`src/rtl/oddsum_isqrt_pkg.sv`:
```
package oddsum_isqrt_pkg;
  typedef enum logic [1:0] {
    ST_IDLE = 2'd0,
    ST_SUBA = 2'd1,
    ST_SUBB = 2'd2
  } step_e;
endpackage

```
`src/rtl/oddsum_sub.sv`:
```
module oddsum_sub #(
  parameter int W = 16
) (
  input  logic [W-1:0] a_i,
  input  logic [W-1:0] b_i,
  output logic [W-1:0] diff_o,
  output logic         borrow_o
);
  logic [W:0] full;
  always_comb begin
    full     = {1'b0, a_i} - {1'b0, b_i};
    diff_o   = full[W-1:0];
    borrow_o = full[W];
  end
endmodule

```
`src/rtl/oddsum_ctrl.sv`:
```
module oddsum_ctrl
  import oddsum_isqrt_pkg::*;
(
  input  logic clk,
  input  logic rst_n,
  input  logic start_i,
  input  logic borrow_i,
  output logic load_o,
  output logic phase_b_o,
  output logic commit_a_o,
  output logic commit_b_o,
  output logic finish_o,
  output logic done_o
);
  step_e state_q, state_d;
  logic  done_q;

  always_comb begin
    state_d    = state_q;
    load_o     = 1'b0;
    commit_a_o = 1'b0;
    commit_b_o = 1'b0;
    finish_o   = 1'b0;
    phase_b_o  = (state_q == ST_SUBB);
    unique case (state_q)
      ST_IDLE: begin
        if (start_i) begin
          load_o  = 1'b1;
          state_d = ST_SUBA;
        end
      end
      ST_SUBA: begin
        if (borrow_i) begin
          finish_o = 1'b1;
          state_d  = ST_IDLE;
        end else begin
          commit_a_o = 1'b1;
          state_d    = ST_SUBB;
        end
      end
      ST_SUBB: begin
        if (borrow_i) begin
          finish_o = 1'b1;
          state_d  = ST_IDLE;
        end else begin
          commit_b_o = 1'b1;
          state_d    = ST_SUBA;
        end
      end
      default: state_d = ST_IDLE;
    endcase
  end

  always_ff @(posedge clk or negedge rst_n) begin
    if (!rst_n) begin
      state_q <= ST_IDLE;
      done_q  <= 1'b0;
    end else begin
      state_q <= state_d;
      done_q  <= finish_o;
    end
  end

  assign done_o = done_q;

  // the done pulse never lasts two cycles
  a_r4_done_pulse: assert property (@(posedge clk) disable iff (!rst_n)
    done_q |=> !done_q);

  // a start seen mid-run does not send the machine back to the first phase
  a_r6_busy_start: assert property (@(posedge clk) disable iff (!rst_n)
    (state_q == ST_SUBA && start_i && !borrow_i) |=> (state_q == ST_SUBB));
endmodule

```
`src/rtl/oddsum_dp.sv`:
```
module oddsum_dp #(
  parameter int RAD_W  = 16,
  parameter int ROOT_W = RAD_W / 2,
  parameter int REM_W  = ROOT_W + 1
) (
  input  logic              clk,
  input  logic              rst_n,
  input  logic [RAD_W-1:0]  rad_i,
  input  logic              load_i,
  input  logic              phase_b_i,
  input  logic              commit_a_i,
  input  logic              commit_b_i,
  input  logic              finish_i,
  output logic              borrow_o,
  output logic [ROOT_W-1:0] root_o,
  output logic [REM_W-1:0]  rem_o
);
  localparam int DW  = ROOT_W + 1;
  localparam int PAD = RAD_W - DW;

  logic [RAD_W-1:0]  rem_q, rem_d, tmp_q, tmp_d;
  logic [DW-1:0]     div_q, div_d, div_inc;
  logic [ROOT_W-1:0] root_q, root_d;
  logic [REM_W-1:0]  remo_q, remo_d;
  logic [RAD_W-1:0]  op_a, op_b, diff;

  always_comb begin
    div_inc = div_q + 1'b1;
    op_a    = phase_b_i ? tmp_q : rem_q;
    op_b    = phase_b_i ? {{PAD{1'b0}}, div_inc} : {{PAD{1'b0}}, div_q};
  end

  oddsum_sub #(.W(RAD_W)) u_sub (
    .a_i      (op_a),
    .b_i      (op_b),
    .diff_o   (diff),
    .borrow_o (borrow_o)
  );

  always_comb begin
    rem_d  = rem_q;
    tmp_d  = tmp_q;
    div_d  = div_q;
    root_d = root_q;
    remo_d = remo_q;
    if (load_i) begin
      rem_d = rad_i;
      div_d = '0;
    end
    if (commit_a_i) tmp_d = diff;
    if (commit_b_i) begin
      rem_d = diff;
      div_d = div_inc;
    end
    if (finish_i) begin
      root_d = div_q[ROOT_W-1:0];
      remo_d = rem_q[REM_W-1:0];
    end
  end

  always_ff @(posedge clk or negedge rst_n) begin
    if (!rst_n) begin
      rem_q  <= '0;
      tmp_q  <= '0;
      div_q  <= '0;
      root_q <= '0;
      remo_q <= '0;
    end else begin
      if (load_i || commit_b_i) rem_q <= rem_d;
      if (commit_a_i)           tmp_q <= tmp_d;
      if (load_i || commit_b_i) div_q <= div_d;
      if (finish_i) begin
        root_q <= root_d;
        remo_q <= remo_d;
      end
    end
  end

  assign root_o = root_q;
  assign rem_o  = remo_q;

  // an overdraft on a first subtraction is impossible while the divisor is zero
  a_r8_first_step_safe: assert property (@(posedge clk) disable iff (!rst_n)
    (finish_i && !phase_b_i) |-> (div_q != '0));

  // a completed step raises the divisor by exactly one
  a_r9_div_step: assert property (@(posedge clk) disable iff (!rst_n)
    commit_b_i |=> (div_q == $past(div_q) + 1'b1));

  // results move only on the finishing edge
  a_r5_hold: assert property (@(posedge clk) disable iff (!rst_n)
    !finish_i |=> ($stable(root_q) && $stable(remo_q)));

  // a square-root remainder never exceeds twice the root
  a_r3_rem_bound: assert property (@(posedge clk) disable iff (!rst_n)
    finish_i |=> ({1'b0, remo_q} <= {1'b0, root_q, 1'b0}));
endmodule

```
`src/rtl/oddsum_isqrt.sv`:
```
module oddsum_isqrt #(
  parameter int RAD_W  = 16,
  parameter int ROOT_W = RAD_W / 2,
  parameter int REM_W  = ROOT_W + 1
) (
  input  logic              clk,
  input  logic              rst_n,
  input  logic              start_i,
  input  logic [RAD_W-1:0]  radicand_i,
  output logic              done_o,
  output logic [ROOT_W-1:0] root_o,
  output logic [REM_W-1:0]  rem_o
);
  logic [1:0] rst_sync_q;
  logic       rst_int_n;
  logic       borrow, load, phase_b, commit_a, commit_b, finish;

  always_ff @(posedge clk or negedge rst_n) begin
    if (!rst_n) rst_sync_q <= 2'b00;
    else        rst_sync_q <= {rst_sync_q[0], 1'b1};
  end
  assign rst_int_n = rst_sync_q[1];

  oddsum_ctrl u_ctrl (
    .clk        (clk),
    .rst_n      (rst_int_n),
    .start_i    (start_i),
    .borrow_i   (borrow),
    .load_o     (load),
    .phase_b_o  (phase_b),
    .commit_a_o (commit_a),
    .commit_b_o (commit_b),
    .finish_o   (finish),
    .done_o     (done_o)
  );

  oddsum_dp #(.RAD_W(RAD_W), .ROOT_W(ROOT_W), .REM_W(REM_W)) u_dp (
    .clk        (clk),
    .rst_n      (rst_int_n),
    .rad_i      (radicand_i),
    .load_i     (load),
    .phase_b_i  (phase_b),
    .commit_a_i (commit_a),
    .commit_b_i (commit_b),
    .finish_i   (finish),
    .borrow_o   (borrow),
    .root_o     (root_o),
    .rem_o      (rem_o)
  );
endmodule

```
`config.mk`:
```
export PLATFORM = sky130hd
export DESIGN_NAME = oddsum_isqrt
export DESIGN_NICKNAME = d
export VERILOG_FILES = /design/src/rtl/oddsum_isqrt_pkg.sv /design/src/rtl/oddsum_sub.sv /design/src/rtl/oddsum_ctrl.sv /design/src/rtl/oddsum_dp.sv /design/src/rtl/oddsum_isqrt.sv
export SDC_FILE = /design/constraint.sdc
export NUM_CORES = 1
export LEC_CHECK = 0
export BUFFER_PORTS_ARGS = -buffer_cell sky130_fd_sc_hd__buf_2
export CORE_MARGIN = 4
export CORE_UTILIZATION = 35
export DETAILED_ROUTE_END_ITERATION = 7
export SLEW_MARGIN = 5
export SYNTH_ARGS = -nofsm -noshare
export SYNTH_HDL_FRONTEND = slang
export SYNTH_SLANG_ARGS = --single-unit
```
`constraint.sdc`:
```
create_clock -name clk -period 4 [get_ports clk]
set_input_delay 1.2 -clock clk [delete_from_list [all_inputs] [get_ports clk]]
set_output_delay 1.2 -clock clk [all_outputs]
set_load 0.01 [all_outputs]
```
==> metrics.md <==
| Metric | Value |
|---|---|
| Worst Hold End | `rst_sync_q[1]` |
| Total Wirelength | `7950 microns` |
| Most common cell after layout, fill and taps aside | `dfrtp_1` |
| Distinct cells, synth | `50` |
| RSZ-0062 raised after global routing | `false` |
| Hold depth | `0` |
| Final instance area | `4270 sq um` |
| Clk root buf | `clkbuf_8` |
| Fin crit share | `92.7%` |
| Max Clock Skew | `0.0122 ns` |
| Fmax | `270 MHz` |
| Worst slew pin tran | `0.796 ns` |
| Residual DRC | `0` |
| Cts bufs inserted | `9` |
| Dpl hpwl | `5620 microns` |
| Syn_area_per_cell | `10.2 sq um` |
| Worst-skew pair later-pin latency | `0.34 ns` |
| Status | `finished, final reports clean` |
| Fraction of layout cells with a size suffix above 1 | `26.8%` |
| Setup WS pre-CTS | `0.270 ns` |
| Netlist Area Pre-Place | `3720 sq um` |
| Final count of hold timing violations | `0` |
| Placed Area | `4040 sq um` |
| PortBufs | `36` |
| Slew headroom | `46.9%` |
| Fin Hold WS | `0.356 ns` |
| Worst Hold Launch | `rst_sync_q[0]` |
| Vias in the first global route | `2712` |
| Crit path max-delay family | `adder cells` |
| Largest buffer count on any clock path | `2` |
| Type of origin of the critical path | `flop` |
| Setup TNS | `0 ns` |
| Tot Pwr | `3.46 mW` |
| WL per Instance | `14.7 microns` |
| CP cell instances | `inv_1, ha_1, mux2_2, ha_1, a21o_1, and3_1, or4_4, o21ai_4, buf_4, nor3b_1, a211o_1` |
| Hold Crit Class | `flop to flop` |
| Max-Cap Viols | `0` |
| ANT nets after route | `0` |
| DRT iter0 DRCs | `89` |
| Synth top area cells | `dfrtp_1 (42%), mux2_2 (9.4%), ha_1 (5.0%), nand2_1 (4.9%), o21ai_0 (4.4%)` |
| Reg2reg end | `u_dp.div_q[3]` |
| Nets | `436` |
| Clock sink count | `63` |
| Die width | `111 microns` |
| Post-CTS Hold Buffers | `0` |
| Pwr dens | `811 nW/um^2` |
| Synth Instances | `366` |
| CP dominant cell by count | `ha_1` |
| Post-Synthesis Net Count | `401` |
| First-pass GRT wire length | `13600 microns` |
| Final WS setup | `0.293 ns` |
| Critical path's slowest cell | `ha_1` |
| Register area share after synthesis | `42.3%` |
| DR pass1 iterations | `4` |
| CTS tree | `built` |
| Worst vdd ir | `0.000250 V` |
| Vias per cell | `5.04` |
| Gr usage total | `13.4%` |
| Main synth FF type | `dfrtp_1` |
| Grt ovf | `0` |
| Top Ports | `37` |
| R2R depth | `11` |
| Worst-path fanout max | `16` |
| Total number of vias | `2730` |
| Post-synth EDFFs | `0` |
| Initial Util | `36.1%` |
| RePlAce Congestion | `0.835` |
| Row count | `37` |
| Reg2reg start | `u_ctrl.state_q[0]` |
| CP Buf/Inv Count | `2` |
| Element type at the critical path end | `flop` |
| Setup Buffers After CTS | `0` |
| Lkg Pwr | `2.06 nW` |
| Most area-hungry cell type in the Yosys netlist | `dfrtp_1` |
| WP data required | `4.22 ns` |
| Synth top area share | `42.3%` |
| Area Growth Syn to Fin | `14.5%` |
| Largest net degree at the start of global routing | `62` |
| Reg-to-reg setup timing slack | `0.29 ns` |
| PostCTS Resize Cnt | `0` |
| Die H | `111 microns` |
| Warnings, synthesis | `0` |
| Setup-failing EPs final | `0` |
| Critical Path Max Stage Delay | `0.54 ns` |
| Fin crit period | `3.71 ns` |
| Ys async rst share | `100%` |
| Initial antenna violation count | `0` |
| Die area | `12400 sq um` |
| Most frequent cells in the layout | `dfrtp_1 (62), nand2_1 (49), buf_2 (36)` |
| Critical Path AT | `3.93 ns` |
| Worst-path clk slew | `0.07 ns` |
| H-tree depth | `3` |
| N_diodes | `0` |
| Filler cells | `1017` |
| Core area | `10300 sq um` |
| #FFs+latches synth | `63` |
| Crit Path Category | `flop to flop` |
| Final Max Slew Viols | `0` |
==> synth_stat cells, types with 3 or more instances <==
cell / count
buf_2: 5
nor2b_1: 3
and3_1: 5
nor3_1: 9
nor4_1: 3
ha_1: 15
nand3_1: 10
xor2_1: 14
inv_1: 8
mux2_2: 31
a21oi_1: 11
buf_4: 3
mux2i_1: 10
a21o_1: 5
nor2_1: 11
dfrtp_1: 63
clkbuf_1: 9
mux2_4: 9
nand2_1: 49
o21ai_0: 33
nor3b_1: 8
nand4_1: 5
a211o_1: 7
xnor2_1: 8
==> flip-flops by register name, indices dropped and copies added, names as in the netlist <==
register	cells
rst_sync_q	2
u_dp.rem_o	9
u_dp.root_o	8
u_ctrl.done_o	1
u_dp.tmp_q	16
u_dp.div_q	9
u_dp.rem_q	16
u_ctrl.state_q	2
==> layer usage <==
layer / GRT usage, % / wire length [microns] / up-vias
met4: 3.41 / 59 / 0
met3: 3.17 / 324 / 5
met5: 0 / 0 / -
li1: - / - / 1370
met2: 21.1 / 3630 / 67
met1: 18.7 / 3940 / 1288
==> metrics by stage <==
step                util (%)  instances
finish                  41.3        542
global route            41.3        542
CTS                     41.3        542
detailed placement      39.1        526
global placement        39.1        526
floorplan                  -        366
==> layout make-up <==
class,instances,area (sq um),area share (%)
tap,136,170,3.99
inverter,8,30.0,0.704
multi-input combinational,275,2020,47.3
timing repair buffer,44,240,5.63
sequential,63,1580,37.0
clock buffer,11,151,3.55
clock inverter,5,78.8,1.85
==> power breakdown <==
part / switching (mW) / internal, mW / leakage (nW)
sequential: 0.176 / 0.862 / 0.807
combinational: 0.982 / 0.797 / 1.13
clock: 0.256 / 0.385 / 0.120
total: 1.41 / 2.05 / 2.06
==> worst register-to-register path, cell delays in order (launching register included) <==
cell	delay, ns
dfrtp_1	0.40
inv_1	0.13
ha_1	0.54
mux2_2	0.41
ha_1	0.37
a21o_1	0.19
and3_1	0.18
or4_4	0.46
o21ai_4	0.40
buf_4	0.22
nor3b_1	0.05
a211o_1	0.27
==> cells by family (layout without fill, tap and decap cells) <==
group                      after synthesis  after routing  synth area share, %
and+or+nand+nor                        114            114                 15.4
AOI/OAI and AO/OA                       72             72                 12.2
DFF                                     63             63                 42.3
muxes                                   50             50                 15.7
buffers and inverters                   28             68                 3.49
xor gates and xnor gates                22             22                 5.17
adders and majority gates               16             16                 5.58
other                                    1              1                0.101
==> worst max path at each step <==
stage	start	end	slack [ns]	depth (start not counted)
after floorplan	u_ctrl.state_q[0]	u_dp.rem_o[0]	0.08	14
after global placement	u_ctrl.state_q[0]	u_dp.div_q[2]	0.38	11
after detailed placement	u_ctrl.state_q[0]	u_dp.div_q[2]	0.27	11
after CTS	u_ctrl.state_q[0]	u_dp.rem_q[12]	0.27	10
after global routing	u_ctrl.state_q[0]	u_dp.rem_q[12]	0.09	10
final	u_ctrl.state_q[0]	u_dp.div_q[3]	0.29	11
Power figures use the tool's default switching activity.
